[config.mk]
export PLATFORM = sky130hd
export DESIGN_NAME = lane_permute_unit
export DESIGN_NICKNAME = d
export VERILOG_FILES = /design/src/rtl/lpu_pkg.sv /design/src/rtl/lpu_shuffle.sv /design/src/rtl/lpu_logic.sv /design/src/rtl/lpu_lane_cmp.sv /design/src/rtl/lane_permute_unit.sv
export SDC_FILE = /design/constraint.sdc
export NUM_CORES = 1
export LEC_CHECK = 0
export ABC_AREA = 1
export BUFFER_PORTS_ARGS = -buffer_cell sky130_fd_sc_hd__buf_2
export CAP_MARGIN = 10
export CORE_ASPECT_RATIO = 1.2
export CORE_MARGIN = 3
export CORE_UTILIZATION = 35
export CTS_CLUSTER_SIZE = 24
export DETAILED_ROUTE_END_ITERATION = 8
export PLACE_DENSITY = 0.52
export SETUP_SLACK_MARGIN = 0.15
export SYNTH_ARGS = -nofsm -noshare
export SYNTH_HDL_FRONTEND = slang
export SYNTH_SLANG_ARGS = --single-unit
[constraint.sdc]
create_clock -name clk -period 4.7 [get_ports clk]
set_clock_uncertainty 0.15 [all_clocks]
set_input_delay 0.47 -clock clk [delete_from_list [all_inputs] [get_ports clk]]
set_output_delay 0.47 -clock clk [all_outputs]
set_load 0.01 [all_outputs]
[src/rtl/lpu_pkg.sv]
package lpu_pkg;
    parameter int LANE_W = 32;
    parameter int EXP_W  = 8;
    parameter int MAN_W  = 23;
    parameter int LANES  = 4;
    localparam int VEC_W  = LANE_W * LANES;
    localparam int HALF_W = VEC_W / 2;
    localparam int HALF_LANES = LANES / 2;

    typedef enum logic [3:0] {
        OP_MOV_HL   = 4'd0,
        OP_MOV_LH   = 4'd1,
        OP_ILV_HI   = 4'd2,
        OP_ILV_LO   = 4'd3,
        OP_SCALAR   = 4'd4,
        OP_AND      = 4'd5,
        OP_OR       = 4'd6,
        OP_XOR      = 4'd7,
        OP_ANDN     = 4'd8,
        OP_CMP      = 4'd9,
        OP_SIGNMASK = 4'd10
    } lpu_op_e;

    typedef enum logic [2:0] {
        PR_EQ    = 3'd0,
        PR_LT    = 3'd1,
        PR_LE    = 3'd2,
        PR_UNORD = 3'd3,
        PR_NEQ   = 3'd4,
        PR_NLT   = 3'd5,
        PR_NLE   = 3'd6,
        PR_ORD   = 3'd7
    } lpu_pred_e;
endpackage

[src/rtl/lpu_shuffle.sv]
module lpu_shuffle
    import lpu_pkg::*;
(
    input  logic [3:0]       op,
    input  logic [VEC_W-1:0] dst,
    input  logic [VEC_W-1:0] src,
    output logic [VEC_W-1:0] shuf_res
);
    logic [VEC_W-1:0] ilv_hi;
    logic [VEC_W-1:0] ilv_lo;

    // Interleave: even result lanes come from dst, odd ones from src
    for (genvar i = 0; i < HALF_LANES; i++) begin : g_ilv
        assign ilv_hi[(2*i)*LANE_W   +: LANE_W] = dst[(HALF_LANES+i)*LANE_W +: LANE_W];
        assign ilv_hi[(2*i+1)*LANE_W +: LANE_W] = src[(HALF_LANES+i)*LANE_W +: LANE_W];
        assign ilv_lo[(2*i)*LANE_W   +: LANE_W] = dst[i*LANE_W +: LANE_W];
        assign ilv_lo[(2*i+1)*LANE_W +: LANE_W] = src[i*LANE_W +: LANE_W];
    end

    always_comb begin
        unique case (op)
            OP_MOV_HL: shuf_res = {dst[VEC_W-1:HALF_W], src[VEC_W-1:HALF_W]};
            OP_MOV_LH: shuf_res = {src[HALF_W-1:0], dst[HALF_W-1:0]};
            OP_ILV_HI: shuf_res = ilv_hi;
            OP_ILV_LO: shuf_res = ilv_lo;
            OP_SCALAR: shuf_res = {dst[VEC_W-1:LANE_W], src[LANE_W-1:0]};
            default:   shuf_res = '0;
        endcase
    end
endmodule

[src/rtl/lpu_logic.sv]
module lpu_logic
    import lpu_pkg::*;
(
    input  logic [3:0]       op,
    input  logic [VEC_W-1:0] dst,
    input  logic [VEC_W-1:0] src,
    output logic [VEC_W-1:0] logic_res
);
    always_comb begin
        unique case (op)
            OP_AND:  logic_res = dst & src;
            OP_OR:   logic_res = dst | src;
            OP_XOR:  logic_res = dst ^ src;
            OP_ANDN: logic_res = ~dst & src;
            default: logic_res = '0;
        endcase
    end
endmodule

[src/rtl/lpu_lane_cmp.sv]
module lpu_lane_cmp
    import lpu_pkg::*;
#(
    parameter int EW = EXP_W,
    parameter int MW = MAN_W
) (
    input  logic [2:0]     pred,
    input  logic [EW+MW:0] a,
    input  logic [EW+MW:0] b,
    output logic           hit
);
    localparam int SB = EW + MW;

    logic a_nan, b_nan, unord, both_zero, eq, lt;

    assign a_nan     = (&a[SB-1:MW]) && (|a[MW-1:0]);
    assign b_nan     = (&b[SB-1:MW]) && (|b[MW-1:0]);
    assign unord     = a_nan || b_nan;
    assign both_zero = ~|a[SB-1:0] && ~|b[SB-1:0];
    assign eq        = !unord && ((a == b) || both_zero);

    always_comb begin
        if (unord || both_zero)   lt = 1'b0;
        else if (a[SB] != b[SB])  lt = a[SB];
        else if (!a[SB])          lt = a[SB-1:0] < b[SB-1:0];
        else                      lt = a[SB-1:0] > b[SB-1:0];
    end

    always_comb begin
        unique case (pred)
            PR_EQ:    hit = eq;
            PR_LT:    hit = lt;
            PR_LE:    hit = lt || eq;
            PR_UNORD: hit = unord;
            PR_NEQ:   hit = !eq;
            PR_NLT:   hit = !lt;
            PR_NLE:   hit = !(lt || eq);
            PR_ORD:   hit = !unord;
            default:  hit = 1'b0;
        endcase
    end


    always_comb begin
        nan_excl_chk: assert (!(unord && (eq || lt)));
    end
endmodule

[src/rtl/lane_permute_unit.sv]
module lane_permute_unit
    import lpu_pkg::*;
(
    input  logic             clk,
    input  logic             rst,
    input  logic             in_valid,
    input  logic [3:0]       op,
    input  logic [2:0]       pred,
    input  logic [127:0]     dst_a,
    input  logic [127:0]     src_b,
    output logic             out_valid,
    output logic [127:0]     result
);
    logic [VEC_W-1:0] shuf_res, logic_res, cmp_res, next_res;
    logic [LANES-1:0] sign_bits;
    logic [VEC_W-1:0] res_q;
    logic             vld_q;

    lpu_shuffle u_shuf (.op(op), .dst(dst_a), .src(src_b), .shuf_res(shuf_res));
    lpu_logic   u_logic (.op(op), .dst(dst_a), .src(src_b), .logic_res(logic_res));

    for (genvar i = 0; i < LANES; i++) begin : g_lane
        logic hit;
        lpu_lane_cmp u_cmp (
            .pred(pred),
            .a(dst_a[i*LANE_W +: LANE_W]),
            .b(src_b[i*LANE_W +: LANE_W]),
            .hit(hit)
        );
        assign cmp_res[i*LANE_W +: LANE_W] = {LANE_W{hit}};
        assign sign_bits[i] = dst_a[i*LANE_W + LANE_W - 1];
    end

    always_comb begin
        unique case (op)
            OP_MOV_HL, OP_MOV_LH, OP_ILV_HI, OP_ILV_LO, OP_SCALAR:
                next_res = shuf_res;
            OP_AND, OP_OR, OP_XOR, OP_ANDN:
                next_res = logic_res;
            OP_CMP:
                next_res = cmp_res;
            OP_SIGNMASK:
                next_res = {{(VEC_W-LANES){1'b0}}, sign_bits};
            default:
                next_res = '0;
        endcase
    end

    always_ff @(posedge clk) begin
        if (rst) begin
            res_q <= '0;
            vld_q <= 1'b0;
        end else begin
            vld_q <= in_valid;
            if (in_valid) res_q <= next_res;
        end
    end

    assign result    = res_q;
    assign out_valid = vld_q;


    valid_follow_chk: assert property (@(posedge clk) disable iff (rst)
        in_valid |=> out_valid);

    idle_hold_chk: assert property (@(posedge clk) disable iff (rst)
        !in_valid |=> (!out_valid && $stable(result)));

    hl_move_chk: assert property (@(posedge clk) disable iff (rst)
        (in_valid && op == OP_MOV_HL) |=>
        (result[127:64] == $past(dst_a[127:64]) && result[63:0] == $past(src_b[127:64])));

    scalar_keep_chk: assert property (@(posedge clk) disable iff (rst)
        (in_valid && op == OP_SCALAR) |=>
        (result[127:32] == $past(dst_a[127:32]) && result[31:0] == $past(src_b[31:0])));

    cmp_full_lane_chk: assert property (@(posedge clk) disable iff (rst)
        (in_valid && op == OP_CMP) |=>
        ((result[31:0] == '0 || result[31:0] == '1) && (result[63:32] == '0 || result[63:32] == '1) &&
         (result[95:64] == '0 || result[95:64] == '1) && (result[127:96] == '0 || result[127:96] == '1)));

    sign_gather_chk: assert property (@(posedge clk) disable iff (rst)
        (in_valid && op == OP_SIGNMASK) |=>
        (result[127:4] == '0 && result[3:0] ==
         {$past(dst_a[127]), $past(dst_a[95]), $past(dst_a[63]), $past(dst_a[31])}));

    reserved_zero_chk: assert property (@(posedge clk) disable iff (rst)
        (in_valid && op > 4'd10) |=> (result == '0));
endmodule

# Word level (Yosys, flattened, before mapping)
# Index checks and enable logic that the tools add are counted.
# op_classes
n_mux	19
n_div	0
bitwise_logic	5
eq_ne	25
order_cmp	8
n_reduce_logical	84
n_mul	0
addsub	0
shift	0
# ops
operator	count
128-bit case mux with 4 select lines	2
128-bit case mux with 5 select lines	1
128-bit bitwise AND	2
31-bit OR reduction	8
23-bit OR reduction	8
32-bit == test	4
128-bit inverter	1
128-bit bitwise OR	1
128-bit XOR	1
31-bit > comparator	4
31-bit less-than comparator	4
8-bit AND reduction	8
1-bit case mux with 8 select lines	4
1-bit logical NOT	24
4-bit by 3-bit == test with 1-bit output, second input constant	4
1-bit logical AND	16
1-bit logical OR	16
3-bit == test, second input constant	4
4-bit == test, second input constant	3
1-bit 2-to-1 mux	12
4-bit by 2-bit == test with 1-bit output, second input constant	2
3-bit by 2-bit == test with 1-bit output, second input constant	2
5-bit OR reduction	1
4-bit by 1-bit == test with 1-bit output, second input constant	1
other kinds (5)	8
# word_totals
ramBits	0
register_bits	129
latchBits	0
mem_bits_ro	0
inputBits	266
memories	0
word_cells	143

# Depth between registers and ports, before layout
# depth
depth_word	9
ltp_mapped	23

# Cells and area by module
# A second synthesis with hierarchy kept.
# unflattened
cells_unflattened	4465
area_unflattened_um2	23562.6
# modules_own_cells
mod	area_each_um2	cells_each	n_inst	seq_area_each_um2
lpu_logic	7369.6	1508	1	0.0
lane_permute_unit	6532.5	1025	1	2582.5
lpu_lane_cmp (g_lane[0].u_cmp ...)	1476.4	280	3	0.0
lpu_shuffle	3742.3	808	1	0.0
lpu_lane_cmp (g_lane[3].u_cmp)	1488.9	284	1	0.0

# Worst setup path after synthesis
# Ideal clock, no wire load.
# synth_timing
path_kind	in2reg
from	input port dst_a[94]
to	register res_q[71] (netlist: result[71])
setup_time_ps	133
path_stages	21
setup_slack_ps	2079
arrival_time_ps	2338
cell_sequence	inv_1 -> ha_1 -> nor2_2 -> nand2_2 -> nor3_2 -> nand2_1 -> nor2_2 -> nand2_1 -> nand2_1 -> nand2_1 -> nand2_2 -> nand3_2 -> nand2_1 -> inv_1 -> nor2_1 -> nand2_1 -> nand2_2 -> buf_6 -> nand2_1 -> nand2_1 -> a21oi_2
# synth_between
elab_chain_len	9
word_cells_on_any_way	22
cone_classes	order compare: 2; eq/ne: 1; mux: 5; reduce/logical: 14
# synth_lines
item	line_no	rtl
start, declared	lane_permute_unit.sv:9	input logic [127:0] dst_a,
branches (longest 7 deep; another with 31-bit less-than comparator)	n/a	
1-bit case mux with 8 select lines (*)	lpu_lane_cmp.sv:30	unique case (pred)
128-bit case mux with 4 select lines (*)	lane_permute_unit.sv:35	unique case (op)
end signal, assigned	lane_permute_unit.sv:55	if (in_valid) res_q <= next_res;
end, declared	lane_permute_unit.sv:16	logic [VEC_W-1:0] res_q;
# Every way passes the cells marked *.
# A chain may end at the register's enable or synchronous reset.

# Worst setup path after layout
# layout_timing
from	input port dst_a[117]
to	register res_q[126] (netlist: result[126])
# layout_between
elab_chain_len	9
word_cells_on_any_way	22
cone_classes	order compare: 2; eq/ne: 1; mux: 5; reduce/logical: 14
# layout_lines
item	line_no
branches (longest 7 deep; another with 31-bit less-than comparator)	n/a
1-bit case mux with 8 select lines (*)	lpu_lane_cmp.sv:30
128-bit case mux with 4 select lines (*)	lane_permute_unit.sv:35
# Marked as above.

==> flow_summary.json <==
{
  "seq_area_frac_synth_pct": 13.77,
  "clk_pin_slew_ns": 0.06,
  "syn_inst": 3001,
  "ys_types": 44,
  "wl_per_cell_um": 25.56,
  "fmax_mhz": 297.3,
  "rows": 92,
  "synth-seq-cells": 129,
  "firstDrtPassIters": 5,
  "syn_area_um2": 18750,
  "critical_path_class": "input pin to flip-flop",
  "clockBufferDepth": 2,
  "gp_congestion": 1.027,
  "wirelength_um": 102700,
  "post-route-period-util_pct": 71.57,
  "numCtsBuffers": 17,
  "synth_edf_count": 0,
  "finalMaxSlewViolations": 0,
  "rsz0062_at_grt": "no",
  "cp_common_cell": "nand2_1",
  "layout_common_cells": "774 x nand2_1, 416 x inv_1, 392 x buf_2",
  "drive_gt1_share_pct": 15.53,
  "clkLatencyLatePin_ns": 0.50,
  "dpl.hpwl_um": 80350,
  "multi_input_area_um2": 13780,
  "hold_depth": 5,
  "final_common_cell": "nand2_1",
  "antenna_found_initial": 6,
  "ant_nets": 0,
  "grt_pass1_wl_um": 148500,
  "drv_cap": 0,
  "hold_path.class": "input pin to flip-flop",
  "totalNegativeSetupSlack_ns": 0,
  "overflow": 0,
  "die_area_um2": 56400,
  "cp_slowest_stage_delay_ns": 0.61,
  "placed_cell_area_um2": 21190,
  "first_iter_violations": 2287,
  "outcome": "complete, no violations",
  "htree_levels": 4,
  "worst-path-max-fanout": 32,
  "area_growth_pct": 16.24,
  "hold_buffers": 0,
  "worst_ep_required_time_ns": 4.91,
  "hold_viol_final": 0,
  "io_buffers": 394,
  "cts_sinks": 129,
  "post-cts-setup-buffers": 0,
  "finalSetupViolations": 0,
  "grt.total_usage_pct": 35.10,
  "slowest_stage": "nand2_2",
  "coreArea_um2": 52720,
  "arrival_ns": 3.58,
  "die_y_um": 259.6,
  "grt_pass1_vias": 22450,
  "final-seq-area_um2": 2582,
  "die_x_um": 217.3,
  "post_drt_via_cell_ratio": 5.751,
  "synthArstFlopShare_pct": 0,
  "layout_min_cycle_time_ns": 3.364,
  "nets": 3814,
  "ctsResizeCount": 0,
  "routed-via-count": 23108,
  "power_density_nw_per_um2": 203.7,
  "worstPathCellList": "buf_2, inv_1, ha_1, inv_1, nand2_1, nor3_1, nand4_1, nor2_1, nand2_1, nand2_1, nand2_1, nand2_1, nand3_1, nand2_1, inv_1, nor2_1, nand2_1, nand2_2, nand2_1, nand2_1, a21oi_1",
  "fin_area_um2": 21800,
  "ys_warn_count": 0,
  "max_slew.worst_pin.slew_ns": 1.158,
  "route.detailed.drc": 0,
  "avgSynthCellArea_um2": 6.248,
  "r2r_cells": 2,
  "relSlewSlack_pct": 22.50,
  "syn_nets": 3519,
  "power_mw": 4.439,
  "cts_root_buf": "clkbuf_16",
  "power_leakage_nw": 11.04,
  "grt_max_degree": 127,
  "n_fill_cell": 5949,
  "ys.flop_type": "dfxtp_1",
  "irDropWorstVdd_mv": 0.2369,
  "cts_tree": "yes",
  "initial_core_util_pct": 35.57,
  "io_pins": 395,
  "worstSetupStartpointType": "input pin",
  "endpoint_kind": "flip-flop"
}
-- critical path, delay by kind of cell --
family          cells  cell delay [ns]
compound gates      1             0.07
fa+ha+maj           1             0.32
buf+inv             4             0.56
simple gates       15             2.16
-- metal layers --
metal  share of wire [%]  global-route usage [%]
met1                  43                   47.39
met2                  45                   56.22
met3                 7.2                   4.413
met4                 4.2                   14.99
met5                   0                       0
-- cell families after synthesis --
logic type / after synthesis / synth area share, %
AOI/OAI and AO/OA: 713 / 23.69
DFF: 129 / 13.77
xor gates and xnor gates: 127 / 5.932
buffers and inverters: 584 / 12.86
adders and majority gates: 252 / 16.81
and+or+nand+nor: 1196 / 26.92
-- sequential cells by signal, summed over array words and instances, names as in the netlist --
signal     count
result       128
out_valid      1
-- Yosys cell counts, types with 2 or more instances --
master,number,area [um^2]
ha_1,252,3153
a21oi_2,17,148.9
inv_1,418,1569
nor2_2,5,31.28
nand3_2,3,30.03
dlygate4sd3_1,2,20.02
nand3_1,88,440.4
a21o_1,6,45.04
a311oi_1,97,849.6
clkinv_1,4,15.01
a2111oi_0,14,122.6
o22ai_1,143,894.6
o21ai_0,154,770.7
o221ai_1,49,429.2
clkbuf_1,88,330.3
and2_1,2,12.51
nor4_1,31,193.9
nor3_1,60,300.3
nor3_2,3,30.03
inv_2,9,33.78
o21ai_1,2,10.01
buf_4,2,15.01
o2111ai_1,2,17.52
nand3b_1,8,60.06
nor2_1,141,529.3
nand4_1,69,431.7
buf_1,12,45.04
dfxtp_1,129,2582
buf_6,15,168.9
nand2_1,775,2909
a21oi_1,226,1131
clkbuf_8,3,41.29
dlygate4sd1_1,3,26.28
buf_2,27,135.1
xor2_1,127,1112
nand2_2,7,43.79
-- stage by stage --
step           hold WS (ns)  std cells  worst slack [ns]  util [%]
6_report             0.2351       4018             1.336     41.34
5_1_grt              0.2859       4018             1.086     41.34
4_1_cts              0.2096       4014             1.401     41.33
3_5_place_dp         0.3029       3982            0.8675     40.19
3_3_place_gp         0.2989       3982            0.8578     40.19
2_1_floorplan        0.3347       3001             2.079         -
-- final cells by class --
| class | count | area share [%] |
|---|---|---|
| antenna | 4 | 0.04592 |
| multi-input combinational | 2288 | 63.24 |
| clock buffer | 21 | 2.158 |
| timing repair buffer | 429 | 10.62 |
| tap | 705 | 4.047 |
| sequential | 129 | 11.85 |
| inverter | 431 | 7.445 |
| clock inverter | 11 | 0.5970 |
-- final timing paths --
check,start,endpoint,slack [ns]
max,dst_a[117],result[126]$_SDFFE_PP0P_,1.34
min,src_b[38],result[38]$_SDFFE_PP0P_,0.24
min reg2reg,result[28]$_SDFFE_PP0P_,result[28]$_SDFFE_PP0P_,0.31
max reg2reg,result[31]$_SDFFE_PP0P_,result[31]$_SDFFE_PP0P_,3.64
-- where the power goes --
part / total [mW] / internal, mW / switching, mW / leakage (nW)
sequential: 1.20 / 1.16 / 0.0417 / 1.05
combinational: 1.76 / 0.556 / 1.21 / 9.71
clock: 1.47 / 0.824 / 0.650 / 0.282
No activity file was read; power rests on OpenSTA's default activity.
